===== src/rtl/adc_cap_pkg.sv =====
package adc_cap_pkg;
  typedef enum logic [2:0] {
    ST_IDLE,
    ST_GAIN,
    ST_GAP,
    ST_READY,
    ST_CONV,
    ST_FRAME
  } cap_state_t;
endpackage


===== src/rtl/adc_sck_div.sv =====
module adc_sck_div #(
  parameter int SCK_HALF = 2
) (
  input  logic clk,
  input  logic rst,
  input  logic en,
  output logic sck,
  output logic rise,
  output logic fall
);
  localparam int CW = $clog2(SCK_HALF + 1);
  localparam logic [CW-1:0] TOP = CW'(SCK_HALF - 1);

  logic [CW-1:0] cnt_q;
  logic          sck_q;
  logic          wrap;

  assign wrap = en && (cnt_q == TOP);
  assign rise = wrap && !sck_q;
  assign fall = wrap && sck_q;
  assign sck  = sck_q;

  always_ff @(posedge clk) begin
    if (rst || !en) begin
      cnt_q <= '0;
      sck_q <= 1'b0;
    end else if (wrap) begin
      cnt_q <= '0;
      sck_q <= ~sck_q;
    end else begin
      cnt_q <= cnt_q + 1'b1;
    end
  end

  p_half_period_r4: assert property (@(posedge clk) disable iff (rst)
    (en && $past(en) && sck_q != $past(sck_q)) |-> ($past(cnt_q) == TOP));
endmodule


===== src/rtl/adc_gain_tx.sv =====
module adc_gain_tx #(
  parameter int GAIN_W = 8
) (
  input  logic              clk,
  input  logic              rst,
  input  logic              load,
  input  logic [GAIN_W-1:0] gain,
  input  logic              rise,
  input  logic              fall,
  output logic              mosi,
  output logic              all_sent
);
  localparam int BW = $clog2(GAIN_W + 1);
  localparam logic [BW-1:0] NBITS = BW'(GAIN_W);

  logic [GAIN_W-1:0] sr_q;
  logic [BW-1:0]     sent_q;
  logic              mosi_q;

  always_ff @(posedge clk) begin
    if (rst) begin
      sr_q   <= '0;
      sent_q <= '0;
      mosi_q <= 1'b0;
    end else if (load) begin
      sr_q   <= gain;
      sent_q <= '0;
      mosi_q <= gain[GAIN_W-1];
    end else begin
      if (rise && sent_q != NBITS) sent_q <= sent_q + 1'b1;
      if (fall) begin
        sr_q   <= {sr_q[GAIN_W-2:0], 1'b0};
        mosi_q <= sr_q[GAIN_W-2];
      end
    end
  end

  assign mosi     = mosi_q;
  assign all_sent = (sent_q == NBITS);

  p_bit_bound_r2: assert property (@(posedge clk) disable iff (rst)
    sent_q <= NBITS);
endmodule


===== src/rtl/adc_frame_rx.sv =====
module adc_frame_rx #(
  parameter int SAMPLE_W    = 14,
  parameter int A_FIRST     = 3,
  parameter int B_FIRST     = 19,
  parameter int FRAME_EDGES = 34
) (
  input  logic                clk,
  input  logic                rst,
  input  logic                clear,
  input  logic                rise,
  input  logic                commit,
  input  logic                miso,
  output logic                last,
  output logic [SAMPLE_W-1:0] sample_a,
  output logic [SAMPLE_W-1:0] sample_b
);
  localparam int EW = $clog2(FRAME_EDGES + 1);
  localparam logic [EW-1:0] A_LO  = EW'(A_FIRST);
  localparam logic [EW-1:0] A_HI  = EW'(A_FIRST + SAMPLE_W - 1);
  localparam logic [EW-1:0] B_LO  = EW'(B_FIRST);
  localparam logic [EW-1:0] B_HI  = EW'(B_FIRST + SAMPLE_W - 1);
  localparam logic [EW-1:0] LASTE = EW'(FRAME_EDGES);

  logic [EW-1:0]       edge_q;
  logic [EW-1:0]       edge_nx;
  logic [SAMPLE_W-1:0] sh_a_q, sh_b_q, out_a_q, out_b_q;
  logic                in_a, in_b;

  assign edge_nx = edge_q + 1'b1;
  assign in_a    = (edge_nx >= A_LO) && (edge_nx <= A_HI);
  assign in_b    = (edge_nx >= B_LO) && (edge_nx <= B_HI);

  always_ff @(posedge clk) begin
    if (rst || clear) begin
      edge_q <= '0;
    end else if (rise && edge_q != LASTE) begin
      edge_q <= edge_nx;
    end
  end

  always_ff @(posedge clk) begin
    if (rst) begin
      sh_a_q <= '0;
      sh_b_q <= '0;
    end else if (rise) begin
      if (in_a) sh_a_q <= {sh_a_q[SAMPLE_W-2:0], miso};
      if (in_b) sh_b_q <= {sh_b_q[SAMPLE_W-2:0], miso};
    end
  end

  always_ff @(posedge clk) begin
    if (rst) begin
      out_a_q <= '0;
      out_b_q <= '0;
    end else if (commit) begin
      out_a_q <= sh_a_q;
      out_b_q <= sh_b_q;
    end
  end

  assign last     = (edge_q == LASTE);
  assign sample_a = out_a_q;
  assign sample_b = out_b_q;

  p_edge_bound_r7: assert property (@(posedge clk) disable iff (rst)
    edge_q <= LASTE);
  p_commit_at_end_r10: assert property (@(posedge clk) disable iff (rst)
    commit |-> last);
endmodule


===== src/rtl/dual_adc_capture.sv =====
module dual_adc_capture #(
  parameter int SCK_HALF    = 2,
  parameter int GAIN_W      = 8,
  parameter int SAMPLE_W    = 14,
  parameter int A_FIRST     = 3,
  parameter int B_FIRST     = 19,
  parameter int FRAME_EDGES = 34
) (
  input  logic                clk,
  input  logic                rst,
  input  logic                amp_en,
  input  logic [GAIN_W-1:0]   gain,
  input  logic                start_conv,
  input  logic                miso,
  output logic                ready,
  output logic                conv,
  output logic [SAMPLE_W-1:0] sample_a,
  output logic [SAMPLE_W-1:0] sample_b,
  output logic                amp_cs_n,
  output logic                mosi,
  output logic                sck
);
  import adc_cap_pkg::*;

  localparam int GW = $clog2(2 * SCK_HALF + 1);
  localparam logic [GW-1:0] GAP_END = GW'(2 * SCK_HALF - 1);

  cap_state_t    state_q;
  logic          sck_en_q, ready_q, conv_q, cs_n_q;
  logic [GW-1:0] gap_q;
  logic          rise, fall, all_sent, last;
  logic          load, accept, commit;

  assign load   = (state_q == ST_IDLE) && amp_en;
  assign accept = (state_q == ST_READY) && start_conv;
  assign commit = (state_q == ST_FRAME) && fall && last;

  adc_sck_div #(.SCK_HALF(SCK_HALF)) u_div (
    .clk (clk), .rst (rst), .en (sck_en_q),
    .sck (sck), .rise (rise), .fall (fall)
  );

  adc_gain_tx #(.GAIN_W(GAIN_W)) u_tx (
    .clk (clk), .rst (rst), .load (load), .gain (gain),
    .rise (rise), .fall (fall), .mosi (mosi), .all_sent (all_sent)
  );

  adc_frame_rx #(
    .SAMPLE_W (SAMPLE_W), .A_FIRST (A_FIRST),
    .B_FIRST (B_FIRST), .FRAME_EDGES (FRAME_EDGES)
  ) u_rx (
    .clk (clk), .rst (rst), .clear (accept), .rise (rise),
    .commit (commit), .miso (miso), .last (last),
    .sample_a (sample_a), .sample_b (sample_b)
  );

  always_ff @(posedge clk) begin
    if (rst) begin
      state_q  <= ST_IDLE;
      sck_en_q <= 1'b0;
      ready_q  <= 1'b0;
      conv_q   <= 1'b0;
      cs_n_q   <= 1'b1;
      gap_q    <= '0;
    end else begin
      case (state_q)
        ST_IDLE: if (load) begin
          cs_n_q   <= 1'b0;
          sck_en_q <= 1'b1;
          state_q  <= ST_GAIN;
        end
        ST_GAIN: if (fall && all_sent) begin
          cs_n_q   <= 1'b1;
          sck_en_q <= 1'b0;
          gap_q    <= '0;
          state_q  <= ST_GAP;
        end
        ST_GAP: begin
          gap_q <= gap_q + 1'b1;
          if (gap_q == GAP_END) begin
            ready_q <= 1'b1;
            state_q <= ST_READY;
          end
        end
        ST_READY: if (accept) begin
          ready_q <= 1'b0;
          conv_q  <= 1'b1;
          state_q <= ST_CONV;
        end
        ST_CONV: begin
          conv_q   <= 1'b0;
          sck_en_q <= 1'b1;
          state_q  <= ST_FRAME;
        end
        ST_FRAME: if (commit) begin
          sck_en_q <= 1'b0;
          ready_q  <= 1'b1;
          state_q  <= ST_READY;
        end
        default: state_q <= ST_IDLE;
      endcase
    end
  end

  assign ready    = ready_q;
  assign conv     = conv_q;
  assign amp_cs_n = cs_n_q;

  p_conv_single_r5: assert property (@(posedge clk) disable iff (rst)
    conv |=> !conv);
  p_start_taken_r5: assert property (@(posedge clk) disable iff (rst)
    (ready && start_conv) |=> (conv && !ready));
  p_start_ignored_r6: assert property (@(posedge clk) disable iff (rst)
    (!ready && start_conv) |=> !conv);
  p_sck_quiet_r4: assert property (@(posedge clk) disable iff (rst)
    ready |-> !sck);
  p_mosi_hold_r2: assert property (@(posedge clk) disable iff (rst)
    (sck && $past(sck)) |-> $stable(mosi));
  p_samples_hold_r10: assert property (@(posedge clk) disable iff (rst)
    !$rose(ready) |-> ($stable(sample_a) && $stable(sample_b)));
endmodule


===== config.mk =====
export PLATFORM = sky130hd
export DESIGN_NAME = dual_adc_capture
export DESIGN_NICKNAME = d
export VERILOG_FILES = /design/src/rtl/adc_cap_pkg.sv /design/src/rtl/adc_sck_div.sv /design/src/rtl/adc_gain_tx.sv /design/src/rtl/adc_frame_rx.sv /design/src/rtl/dual_adc_capture.sv
export SDC_FILE = /design/constraint.sdc
export NUM_CORES = 1
export LEC_CHECK = 0
export BUFFER_PORTS_ARGS = -buffer_cell sky130_fd_sc_hd__buf_2
export CAP_MARGIN = 20
export CORE_MARGIN = 2
export CORE_UTILIZATION = 58
export CTS_CLUSTER_SIZE = 14
export DETAILED_ROUTE_END_ITERATION = 6
export MAX_ROUTING_LAYER = met4
export PLACE_DENSITY = 0.78
export SLEW_MARGIN = 20
export SYNTH_ARGS = -nofsm -noshare
export SYNTH_HDL_FRONTEND = slang
export SYNTH_HIERARCHICAL = 1
export SYNTH_SLANG_ARGS = --single-unit

===== constraint.sdc =====
create_clock -name clk -period 3.2 [get_ports clk]
set_clock_uncertainty 0.15 [all_clocks]
set_input_delay 0.16 -clock clk [delete_from_list [all_inputs] [get_ports clk]]
set_output_delay 0.16 -clock clk [all_outputs]
set_load 0.05 [all_outputs]

==> impl_results.md <==
* Row cnt at 29
* Port bufs at 45
* Vias in the first global route at 2643
* Area of the multi-input gates at 1970 µm²
* Worst slew pin tran at 0.752 ns
* Vias post-DR at 2802
* LEAKAGE at 0.00172 µW
* RSZ-0062 raised after global routing: no
* CTS max path bufs at 2
* Die Area at 7360 µm²
* Routability cong. at 0.866
* Initial DRC count at 111
* Number of gates resized after cts at 0
* Async SR Flop Fraction at 0%
* Most frequent cells in the layout: 87 x dfxtp_1, 65 x mux2i_1, 48 x nor2_1
* Post-layout min period at 2.54 ns
* Die X at 85.8 µm
* Final-stage net count at 454
* # setup viols final at 0
* Failing checks: DRC
* Clk Latency, worst-skew pair at 0.34 ns
* Yosys reg bits at 87
* Main area contributors after synthesis: dfxtp_1 45%, mux2i_1 17%, nor2_1 4.6%
* Critical path's most frequent cell: inv_1
* Worst vdd ir at 0.454 mV
* TritonRoute pass-1 iters at 6
* Crit path max-delay family: simple AND/OR/NAND/NOR gates
* Cell Chain, Critical Path: inv_1 -> ha_1 -> nor4b_1 -> nand2_1 -> inv_1 -> nand3_1 -> nor3_4 -> buf_4 -> mux2i_1 -> nor2_1
* Max Cap Viol at 0
* Starting density of the core at 60.5%
* Final WL at 6.94 mm
* Post-route cell area at 4390 µm²
* Count of cell types in the netlist at 63
* Pwr dens at 477 nW/µm²
* Die height at 85.8 µm
* Endpoints failing hold at 0
* Crit-path max FO at 29
* Synth Flop Type: dfxtp_1
* Total CTS buffers at 9
* Req. time, crit path at 3.29 ns
* Critical Path AT at 2.63 ns
* Clk root buf: clkbuf_8
* Kind of critical path: reg2reg
* CTS tree: done
* Total global-route track usage at 20.7%
* Crit end category: flip-flop
* Share of layout cells above drive strength 1 at 20.5%
* First-pass GRT wire length at 11.9 mm
* Synth top area share at 44.9%
* Antenna diodes at 0
* Register area share after synthesis at 44.9%
* Period utilisation layout at 79.3%
* Clock sinks at 87
* Slew Limit Fails at 0
* CP peak stage delay at 0.44 ns
* CP Launch Type: flip-flop
* Vias per std cell at 5.44
* Synth warnings at 6
* Slowest cell on crit path: buf_4
* Setup TNS at 0 ns
* Post-CTS setup buffers at 0
* Avg Cell Area, Syn at 10.1 µm²
* DP HPWL at 4.69 mm
* Fmax at 394 MHz
* CP bufs+invs at 3
* Outcome: finished, violations left
* Post-Syn Instances at 386
* Overflow after GRT at 0
* Fillers at 511
* Area Growth Syn to Fin at 13.1%
* ANT nets after route at 0
* Largest area contributor in the netlist: dfxtp_1
* Worst Hold Class: in2reg
* Slew margin rel. at 49.9%
* Syn nets at 407
* Total I/O pin count at 46
* Initial antenna violation count at 0
* Area after DPL at 4110 µm²
* Post-synth EDFFs at 0
* Placeable Area at 6420 µm²
* Post-route DRC at 2
* Clock transition at the registers of the reported paths at 0.08 ns
* H-tree levels at 3
* Largest net degree at the start of global routing at 46
* Flip-flop and latch area at 1740 µm²
* Post-synthesis cell area at 3880 µm²
* Wirelength per Cell at 13.5 µm
* Most common cell after layout, fill and taps aside: dfxtp_1
==> synth_stat cells, types with 6 or more instances <==
master	instances
mux2i_1	65
nand2b_1	23
nor3_1	6
or2b_1	9
ha_1	8
o21ai_0	8
inv_1	8
nand2_1	18
mux2_2	7
nor2_1	48
a21oi_1	12
nand3_1	7
dfxtp_1	87
==> repair_timing <==
item	in CTS	in global routing
hold buffers	9	0
setup endpoints to repair	0	0
hold endpoints to repair	10	0
==> path summary, 6_finish.rpt <==
path                  start           endpoint  slack (ns)  depth (start not counted)
max          u_rx/edge_q[0]  u_rx/sample_b[12]        0.66                         10
max reg2reg  u_rx/edge_q[0]  u_rx/sample_b[12]        0.66                         10
min reg2reg  u_div/cnt_q[0]     u_div/cnt_q[0]        0.30                          1
min              start_conv         state_q[1]        0.05                          4
==> worst reg2reg max path: stages (launching register included) <==
cell	delay, ns
dfxtp_1	0.36
inv_1	0.12
ha_1	0.19
nor4b_1	0.23
nand2_1	0.15
inv_1	0.13
nand3_1	0.15
nor3_4	0.16
buf_4	0.44
mux2i_1	0.30
nor2_1	0.06
==> routing by layer <==
layer	up-vias	track usage, %	routed length [µm]	part of all wire [%]
met5	-	-	0	0
met1	1334	25.1	3230	46
met4	0	5.63	50	0.72
met2	38	34.4	3440	50
met3	4	5.49	226	3.3
li1	1426	-	-	-
==> through the flow <==
stage / power, µW / utilization [%] / setup slack, ns / cells / hold slack, ns
global placement: 1350 / 63.9 / 0.807 / 490 / 0.244
finish: 2090 / 68.4 / 0.662 / 515 / 0.0470
CTS: 2120 / 68.4 / 0.635 / 515 / 0.0228
global route: 2190 / 68.4 / 0.302 / 515 / 0.0541
detailed placement: 1360 / 63.9 / 0.661 / 490 / 0.264
floorplan: 1330 / - / 0.670 / 386 / 0.155
==> logic make-up (layout without fill, tap and decap cells) <==
kind of cell    Yosys count  after routing  synth area share, %
simple gates            137            137                 18.7
flops                    87             87                 44.9
mux                      72             72                 18.8
compound gates           46             46                 8.99
buf+inv                  30             82                 4.70
fa+ha+maj                 8              8                 2.58
xor+xnor                  6              6                 1.35
==> state kept, by name (all words and copies together), names as in the netlist <==
signal and flops:
amp_cs_n 1, sck_en_q 1, u_div/sck 1, u_rx/sample_b 14, u_rx/edge_q 6, u_tx/sr_q 7
ready 1, gap_q 3, u_tx/mosi 1, u_rx/sample_a 14, conv 1, u_tx/sent_q 4
u_rx/sh_b_q 14, u_div/cnt_q 2, u_rx/sh_a_q 14, state_q 3
==> report_power, final <==
group | internal [µW] | total [µW] | switching, µW
registers | 1110 | 1150 | 43.1
clock network | 362 | 753 | 391
logic | 88.9 | 189 | 100
==> cell type report <==
class | instances | area share [%]
Multi-Input combinational cell | 269 | 44.8
Sequential cell | 87 | 39.6
Timing Repair Buffer | 58 | 8.15
Clock buffer | 9 | 2.82
Tap cell | 77 | 2.19
Clock inverter | 7 | 1.68
Inverter | 8 | 0.684
Power figures use the tool's default switching activity.
